--- config.mk ---
export PLATFORM = sky130hd
export DESIGN_NAME = cmp_ctrl
export DESIGN_NICKNAME = d
export VERILOG_FILES = /design/src/rtl/cmp_pkg.sv /design/src/rtl/cmp_sync.sv /design/src/rtl/cmp_lockreg.sv /design/src/rtl/cmp_regs.sv /design/src/rtl/cmp_cond.sv /design/src/rtl/cmp_ctrl.sv
export SDC_FILE = /design/constraint.sdc
export NUM_CORES = 1
export LEC_CHECK = 0
export BUFFER_PORTS_ARGS = -buffer_cell sky130_fd_sc_hd__buf_2
export CAP_MARGIN = 20
export CORE_MARGIN = 2
export CORE_UTILIZATION = 42
export CTS_CLUSTER_DIAMETER = 100
export DETAILED_ROUTE_END_ITERATION = 16
export PLACE_DENSITY = 0.79
export SLEW_MARGIN = 20
export SYNTH_ARGS = -nofsm -noshare
export SYNTH_HDL_FRONTEND = slang
export SYNTH_SLANG_ARGS = --single-unit
export TNS_END_PERCENT = 30
--- constraint.sdc ---
create_clock -name clk_i -period 1.8 [get_ports clk_i]
set_input_delay 0.27 -clock clk_i [delete_from_list [all_inputs] [get_ports clk_i]]
set_output_delay 0.27 -clock clk_i [all_outputs]
set_load 0.005 [all_outputs]
--- src/rtl/cmp_pkg.sv ---
package cmp_pkg;
  localparam int DATA_W    = 32;
  localparam int ADDR_W    = 5;
  localparam int NUM_BLANK = 6;
  localparam int SYNC_LEN  = 2;
  localparam int NUM_CFG   = 2;

  localparam int OFF_STAT  = 'h00;
  localparam int OFF_CLR   = 'h04;
  localparam int OFF_CFG1  = 'h0C;
  localparam int OFF_CFG2  = 'h10;

  localparam int LOCK_BIT  = 31;
  localparam int FLAG_BIT  = 16;
  localparam int CODE_W    = 4;

  localparam logic [DATA_W-1:0] CFG1_MASK = 32'h8F5F_334F;
  localparam logic [DATA_W-1:0] CFG2_MASK = 32'h8000_0010;

  typedef struct packed {
    logic              en;
    logic              brg;
    logic              scl;
    logic              pol;
    logic              iten;
    logic [1:0]        hyst;
    logic [1:0]        pwr;
    logic [3:0]        inm;
    logic [2:0]        inp;
    logic [CODE_W-1:0] blank;
  } cmp_cfg_t;

  function automatic cmp_cfg_t unpack_cfg(input logic [DATA_W-1:0] c1,
                                          input logic [DATA_W-1:0] c2);
    cmp_cfg_t r;
    r.en    = c1[0];
    r.brg   = c1[1];
    r.scl   = c1[2];
    r.pol   = c1[3];
    r.iten  = c1[6];
    r.hyst  = c1[9:8];
    r.pwr   = c1[13:12];
    r.inm   = c1[19:16];
    r.inp   = {c1[22], c1[20], c2[4]};
    r.blank = c1[27:24];
    return r;
  endfunction
endpackage

--- src/rtl/cmp_sync.sv ---
module cmp_sync #(
  parameter int STAGES = 2
) (
  input  logic clk_i,
  input  logic rst_ni,
  input  logic d_i,
  output logic q_o
);
  logic [STAGES-1:0] chain_q;

  always_ff @(posedge clk_i or negedge rst_ni) begin
    if (!rst_ni) chain_q <= '0;
    else         chain_q <= {chain_q[STAGES-2:0], d_i};
  end

  assign q_o = chain_q[STAGES-1];
endmodule

--- src/rtl/cmp_lockreg.sv ---
module cmp_lockreg #(
  parameter int                 W     = 32,
  parameter int                 LBIT  = 31,
  parameter logic [W-1:0]       WMASK = '1
) (
  input  logic         clk_i,
  input  logic         rst_ni,
  input  logic         wr_i,
  input  logic [W-1:0] wdata_i,
  output logic [W-1:0] q_o
);
  logic [W-1:0] q;

  always_ff @(posedge clk_i or negedge rst_ni) begin
    if (!rst_ni)               q <= '0;
    else if (wr_i && !q[LBIT]) q <= wdata_i & WMASK;
  end

  assign q_o = q;
endmodule

--- src/rtl/cmp_regs.sv ---
module cmp_regs
  import cmp_pkg::*;
(
  input  logic              clk_i,
  input  logic              rst_ni,
  input  logic              we_i,
  input  logic [ADDR_W-1:0] addr_i,
  input  logic [DATA_W-1:0] wdata_i,
  input  logic              cond_i,
  input  logic              flag_i,
  output logic [DATA_W-1:0] rdata_o,
  output logic [DATA_W-1:0] cfg1_o,
  output logic [DATA_W-1:0] cfg2_o,
  output logic              clr_o
);
  localparam logic [ADDR_W-1:0] A_STAT = ADDR_W'(OFF_STAT);
  localparam logic [ADDR_W-1:0] A_CLR  = ADDR_W'(OFF_CLR);
  localparam logic [ADDR_W-1:0] A_CFG1 = ADDR_W'(OFF_CFG1);
  localparam logic [ADDR_W-1:0] A_CFG2 = ADDR_W'(OFF_CFG2);

  logic [NUM_CFG-1:0][DATA_W-1:0] cfg_q;

  for (genvar g = 0; g < NUM_CFG; g++) begin : g_cfg
    localparam logic [ADDR_W-1:0]  ADDR = (g == 0) ? A_CFG1 : A_CFG2;
    localparam logic [DATA_W-1:0]  MASK = (g == 0) ? CFG1_MASK : CFG2_MASK;
    cmp_lockreg #(.W(DATA_W), .LBIT(LOCK_BIT), .WMASK(MASK)) u_reg (
      .clk_i  (clk_i),
      .rst_ni (rst_ni),
      .wr_i   (we_i && (addr_i == ADDR)),
      .wdata_i(wdata_i),
      .q_o    (cfg_q[g])
    );
  end

  assign cfg1_o = cfg_q[0];
  assign cfg2_o = cfg_q[1];
  assign clr_o  = we_i && (addr_i == A_CLR) && wdata_i[FLAG_BIT];

  always_comb begin
    rdata_o = '0;
    unique case (addr_i)
      A_STAT: begin
        rdata_o[0]        = cond_i;
        rdata_o[FLAG_BIT] = flag_i;
      end
      A_CFG1:  rdata_o = cfg_q[0];
      A_CFG2:  rdata_o = cfg_q[1];
      default: rdata_o = '0;
    endcase
  end
endmodule

--- src/rtl/cmp_cond.sv ---
module cmp_cond
  import cmp_pkg::*;
(
  input  logic                 clk_i,
  input  logic                 rst_ni,
  input  logic                 raw_s_i,
  input  logic                 en_i,
  input  logic                 pol_i,
  input  logic [CODE_W-1:0]    code_i,
  input  logic [NUM_BLANK-1:0] blank_i,
  input  logic                 clr_i,
  output logic                 cond_o,
  output logic                 flag_o
);
  logic blank_hit;
  logic cond_prev_q;
  logic flag_q;

  // codes outside 1..NUM_BLANK select nothing
  always_comb begin
    blank_hit = 1'b0;
    for (int k = 1; k <= NUM_BLANK; k++) begin
      if (code_i == CODE_W'(k)) blank_hit = blank_i[k-1];
    end
  end

  assign cond_o = en_i && (raw_s_i ^ pol_i) && !blank_hit;

  always_ff @(posedge clk_i or negedge rst_ni) begin
    if (!rst_ni) begin
      cond_prev_q <= 1'b0;
      flag_q      <= 1'b0;
    end else begin
      cond_prev_q <= cond_o;
      if (cond_o && !cond_prev_q) flag_q <= 1'b1;
      else if (clr_i)             flag_q <= 1'b0;
    end
  end

  assign flag_o = flag_q;
endmodule

--- src/rtl/cmp_ctrl.sv ---
module cmp_ctrl
  import cmp_pkg::*;
(
  input  logic                 clk_i,
  input  logic                 rst_ni,
  input  logic                 cmp_raw_i,
  input  logic [NUM_BLANK-1:0] blank_i,
  input  logic                 we_i,
  input  logic [ADDR_W-1:0]    addr_i,
  input  logic [DATA_W-1:0]    wdata_i,
  output logic [DATA_W-1:0]    rdata_o,
  output logic                 irq_o,
  output logic                 en_o,
  output logic                 brg_en_o,
  output logic                 scl_en_o,
  output logic [1:0]           hyst_o,
  output logic [1:0]           pwr_o,
  output logic [3:0]           inm_sel_o,
  output logic [2:0]           inp_sel_o
);
  logic              raw_s;
  logic              cond;
  logic              flag;
  logic              clr;
  logic [DATA_W-1:0] cfg1_q;
  logic [DATA_W-1:0] cfg2_q;
  cmp_cfg_t          cfg;

  cmp_sync #(.STAGES(SYNC_LEN)) u_sync (
    .clk_i (clk_i),
    .rst_ni(rst_ni),
    .d_i   (cmp_raw_i),
    .q_o   (raw_s)
  );

  cmp_regs u_regs (
    .clk_i  (clk_i),
    .rst_ni (rst_ni),
    .we_i   (we_i),
    .addr_i (addr_i),
    .wdata_i(wdata_i),
    .cond_i (cond),
    .flag_i (flag),
    .rdata_o(rdata_o),
    .cfg1_o (cfg1_q),
    .cfg2_o (cfg2_q),
    .clr_o  (clr)
  );

  assign cfg = unpack_cfg(cfg1_q, cfg2_q);

  cmp_cond u_cond (
    .clk_i  (clk_i),
    .rst_ni (rst_ni),
    .raw_s_i(raw_s),
    .en_i   (cfg.en),
    .pol_i  (cfg.pol),
    .code_i (cfg.blank),
    .blank_i(blank_i),
    .clr_i  (clr),
    .cond_o (cond),
    .flag_o (flag)
  );

  assign irq_o     = flag && cfg.iten;
  assign en_o      = cfg.en;
  assign brg_en_o  = cfg.brg;
  assign scl_en_o  = cfg.scl;
  assign hyst_o    = cfg.hyst;
  assign pwr_o     = cfg.pwr;
  assign inm_sel_o = cfg.inm;
  assign inp_sel_o = cfg.inp;
endmodule

==> flow_summary.json <==
{
  "ant_nets": 0,
  "violations": "setup timing",
  "fin_cells": 239,
  "grt_pass1_vias": 1098,
  "drive_gt1_share_pct": 59.07,
  "r2r_setup_slack_ns": 0.35,
  "die-area_sq_um": 3942,
  "place_ws_ns": 0.1081,
  "grt_pass1_wl_um": 4705,
  "synth_cells": 126,
  "cp-start-kind": "flop",
  "synth_warnings": 0,
  "synth-compound-area-share_pct": 5.517,
  "power.share.switching_pct": 26.66,
  "final_area_sq_um": 1846,
  "power.leakage_nw": 1.000,
  "worst_slack_ns": -0.02645,
  "wire_per_inst_um": 11.60,
  "area_growth_pct": 27.16,
  "dr.first_iter.drc_count": 9,
  "period_minus_slack_ns": 1.826,
  "dr_wl_met2_um": 1299,
  "synth_simple_gate_area_share_pct": 16.38,
  "num_io_pins": 94,
  "cp-endpoint": "rdata_o[0]",
  "vdd_drop_max_uv": 394.5,
  "synth-edff-count": 0,
  "antenna_found_initial": 0,
  "synth-seq-cells": 26,
  "num_vias": 1114,
  "clk_pin_slew_ns": 0.13,
  "synth.most_common_cell": "dfrtp_1",
  "via_per_inst": 4.661,
  "arrival_ns": 1.56,
  "p_switching_mw": 0.3820,
  "clockPowerShare_pct": 19.7,
  "hold_class": "in2reg",
  "p_int_mw": 1.051,
  "synth_top_area_share_pct": 44.83,
  "fp.dieW_um": 62.79,
  "worstReg2RegStart": "u_regs.g_cfg[0].u_reg.q_o[24]$_DFFE_PN0P_",
  "drv_slew": 0,
  "rows": 21,
  "clk_path_buf_depth": 2,
  "cts-root-buf": "clkbuf_4",
  "highest_layer": "met4",
  "clk_latency_ns": 0.31,
  "rsz0062_at_grt": "true",
  "syn_area_per_cell_sq_um": 11.52,
  "outcome": "finished, violations left",
  "synth_cell_type_count": 32,
  "timing.hold.ws_ns": 0.05263,
  "fmax_ghz": 0.5475,
  "core_area_sq_um": 3337,
  "place_hpwl_um": 2091,
  "power.density_nw_per_um2": 776.5,
  "criticalPathCategory": "reg2out",
  "synth_fa_ha_area_share_pct": 0,
  "wl_um": 2773,
  "numCtsBuffers": 3,
  "place_inst": 232,
  "reg2regPathDepth": 5,
  "port_buffers": 71,
  "fin_nets": 241,
  "dpl-instance-area_sq_um": 1748,
  "finalWeightedCongestion": 0.6823,
  "async_flop_share_pct": 100.0,
  "synth_top_family_by_area": "multiplexers",
  "grt_max_degree": 27,
  "register_area_sq_um": 653.1,
  "hold_viol_final": 0,
  "syn_area_sq_um": 1451,
  "yosysTopAreaCell": "dfrtp_1",
  "fin_util_pct": 55.31,
  "yosysSeqAreaShare_pct": 44.83,
  "crit_fanout": 7,
  "setup.worst_path.start": "u_regs.g_cfg[0].u_reg.q_o[24]$_DFFE_PN0P_",
  "r2r_end": "u_cond.flag_o$_DFFE_PN0P_",
  "finalClockSkew_ns": 0.004376,
  "synth_commonest_cells": "dfrtp_1 (26), buf_4 (22), and2_1 (19), mux2_2 (10), mux2_4 (10)",
  "critPathCaptureType": "primary output",
  "power_mw": 1.433,
  "die_h_um": 62.79,
  "htreeDepth": 1,
  "seq_power_share_pct": 53.9,
  "grt.overflow.total": 0,
  "maxSlewHeadroom_pct": 61.53,
  "ys_top_cells_by_area": "dfrtp_1 (45%), buf_4 (11%), mux2_4 (10%)",
  "cts_tree": "done",
  "worstPathRequired_ns": 1.53,
  "multi_input_area_sq_um": 660.6,
  "drcViolationCount": 0,
  "fin_tns_setup_ns": -0.02645,
  "combPwrFrac_pct": 26.4,
  "wl_met1_um": 1245,
  "start_util_pct": 43.49,
  "synthMuxAreaShare_pct": 18.10,
  "fillCellCount": 314,
  "drtPass1Iterations": 6,
  "setup-violations-final": 1,
  "grt_usage_pct": 14.51,
  "tightestPinTransition_ns": 0.5770,
  "finalCritPeriodShare_pct": 101.5,
  "antennaDiodeCount": 0,
  "drv_cap": 0,
  "dr_wl_met3_um": 220,
  "synth-xor-area-share_pct": 0.6034,
  "ys.flop_type": "dfrtp_1",
  "clock_sink_count": 26
}
-- logic make-up (layout without fill, tap and decap cells) --
family / Yosys count / after routing
mux: 20 / 20
simple gates: 39 / 39
other cells: 1 / 11
compound gates: 12 / 12
flops: 26 / 26
buf+inv: 27 / 84
xor+xnor: 1 / 1
-- per-layer routing --
layer,vias to the layer above,GRT usage (%)
met1,524,19.05
met5,-,0
met3,2,2.703
li1,533,-
met4,0,3.333
met2,55,24.87
-- cell usage in the layout, fill, tap and decap left out, types with 3 or more instances in the layout --
master / count
buf_2: 71
dfrtp_1: 24
and2_1: 19
conb_1: 11
mux2_4: 10
mux2_2: 10
buf_4: 5
nor2_1: 3
nand2_1: 3
a21oi_1: 3
clkbuf_4: 3
-- how the worst min path moves through the flow --
stage,from,depth (start not counted),endpoint
after floorplan,rst_ni,0,u_cond.cond_prev_q$_DFF_PN0_
after global placement,rst_ni,1,u_regs.g_cfg[0].u_reg.q_o[8]$_DFFE_PN0P_
after detailed placement,rst_ni,1,u_regs.g_cfg[0].u_reg.q_o[8]$_DFFE_PN0P_
after CTS,cmp_raw_i,1,u_sync.chain_q[0]$_DFF_PN0_
after global routing,cmp_raw_i,1,u_sync.chain_q[0]$_DFF_PN0_
final,cmp_raw_i,1,u_sync.chain_q[0]$_DFF_PN0_
-- final cells by class --
type                       count  share of cell area [%]
clock buffer                   4                   1.966
tap                           46                   3.119
timing repair buffer          79                   23.53
sequential                    26                   35.39
inverter                       1                  0.2034
multi-input combinational     83                   35.80
-- power groups by stage --
| stage | combinational, mW | sequential, mW | clock (mW) |
|---|---|---|---|
| 2_1_floorplan | 0.269 | 0.765 | 0 |
| 3_3_place_gp | 0.330 | 0.782 | 0 |
| 3_5_place_dp | 0.339 | 0.782 | 0 |
| 4_1_cts | 0.375 | 0.770 | 0.302 |
| 5_1_grt | 0.417 | 0.794 | 0.324 |
| 6_report | 0.378 | 0.772 | 0.283 |
-- worst max-delay path, stage by stage, from the launching register on --
cell and delay, ns:
dfrtp_2 0.47, or3_4 0.39, o21ai_2 0.09, nor4_4 0.08, o21ai_2 0.10, buf_2 0.12
-- state kept, by name, summed over array words and instances (netlist names) --
signal,flops
u_cond.flag_o,1
u_cond.cond_prev_q,1
u_sync.chain_q,2
u_regs.g_cfg.u_reg.q_o,22
-- timing repair --
| action | 4_1_cts | 5_1_grt |
|---|---|---|
| resized for setup | 5 | 6 |
| pin swaps | 3 | 2 |
| hold buffers | 1 | 0 |
| setup endpoints to repair | 1 | 1 |
| buffers inserted | 3 | 0 |
| endpoints found under the hold margin | 26 | 0 |
No activity file was read; power rests on OpenSTA's default activity.
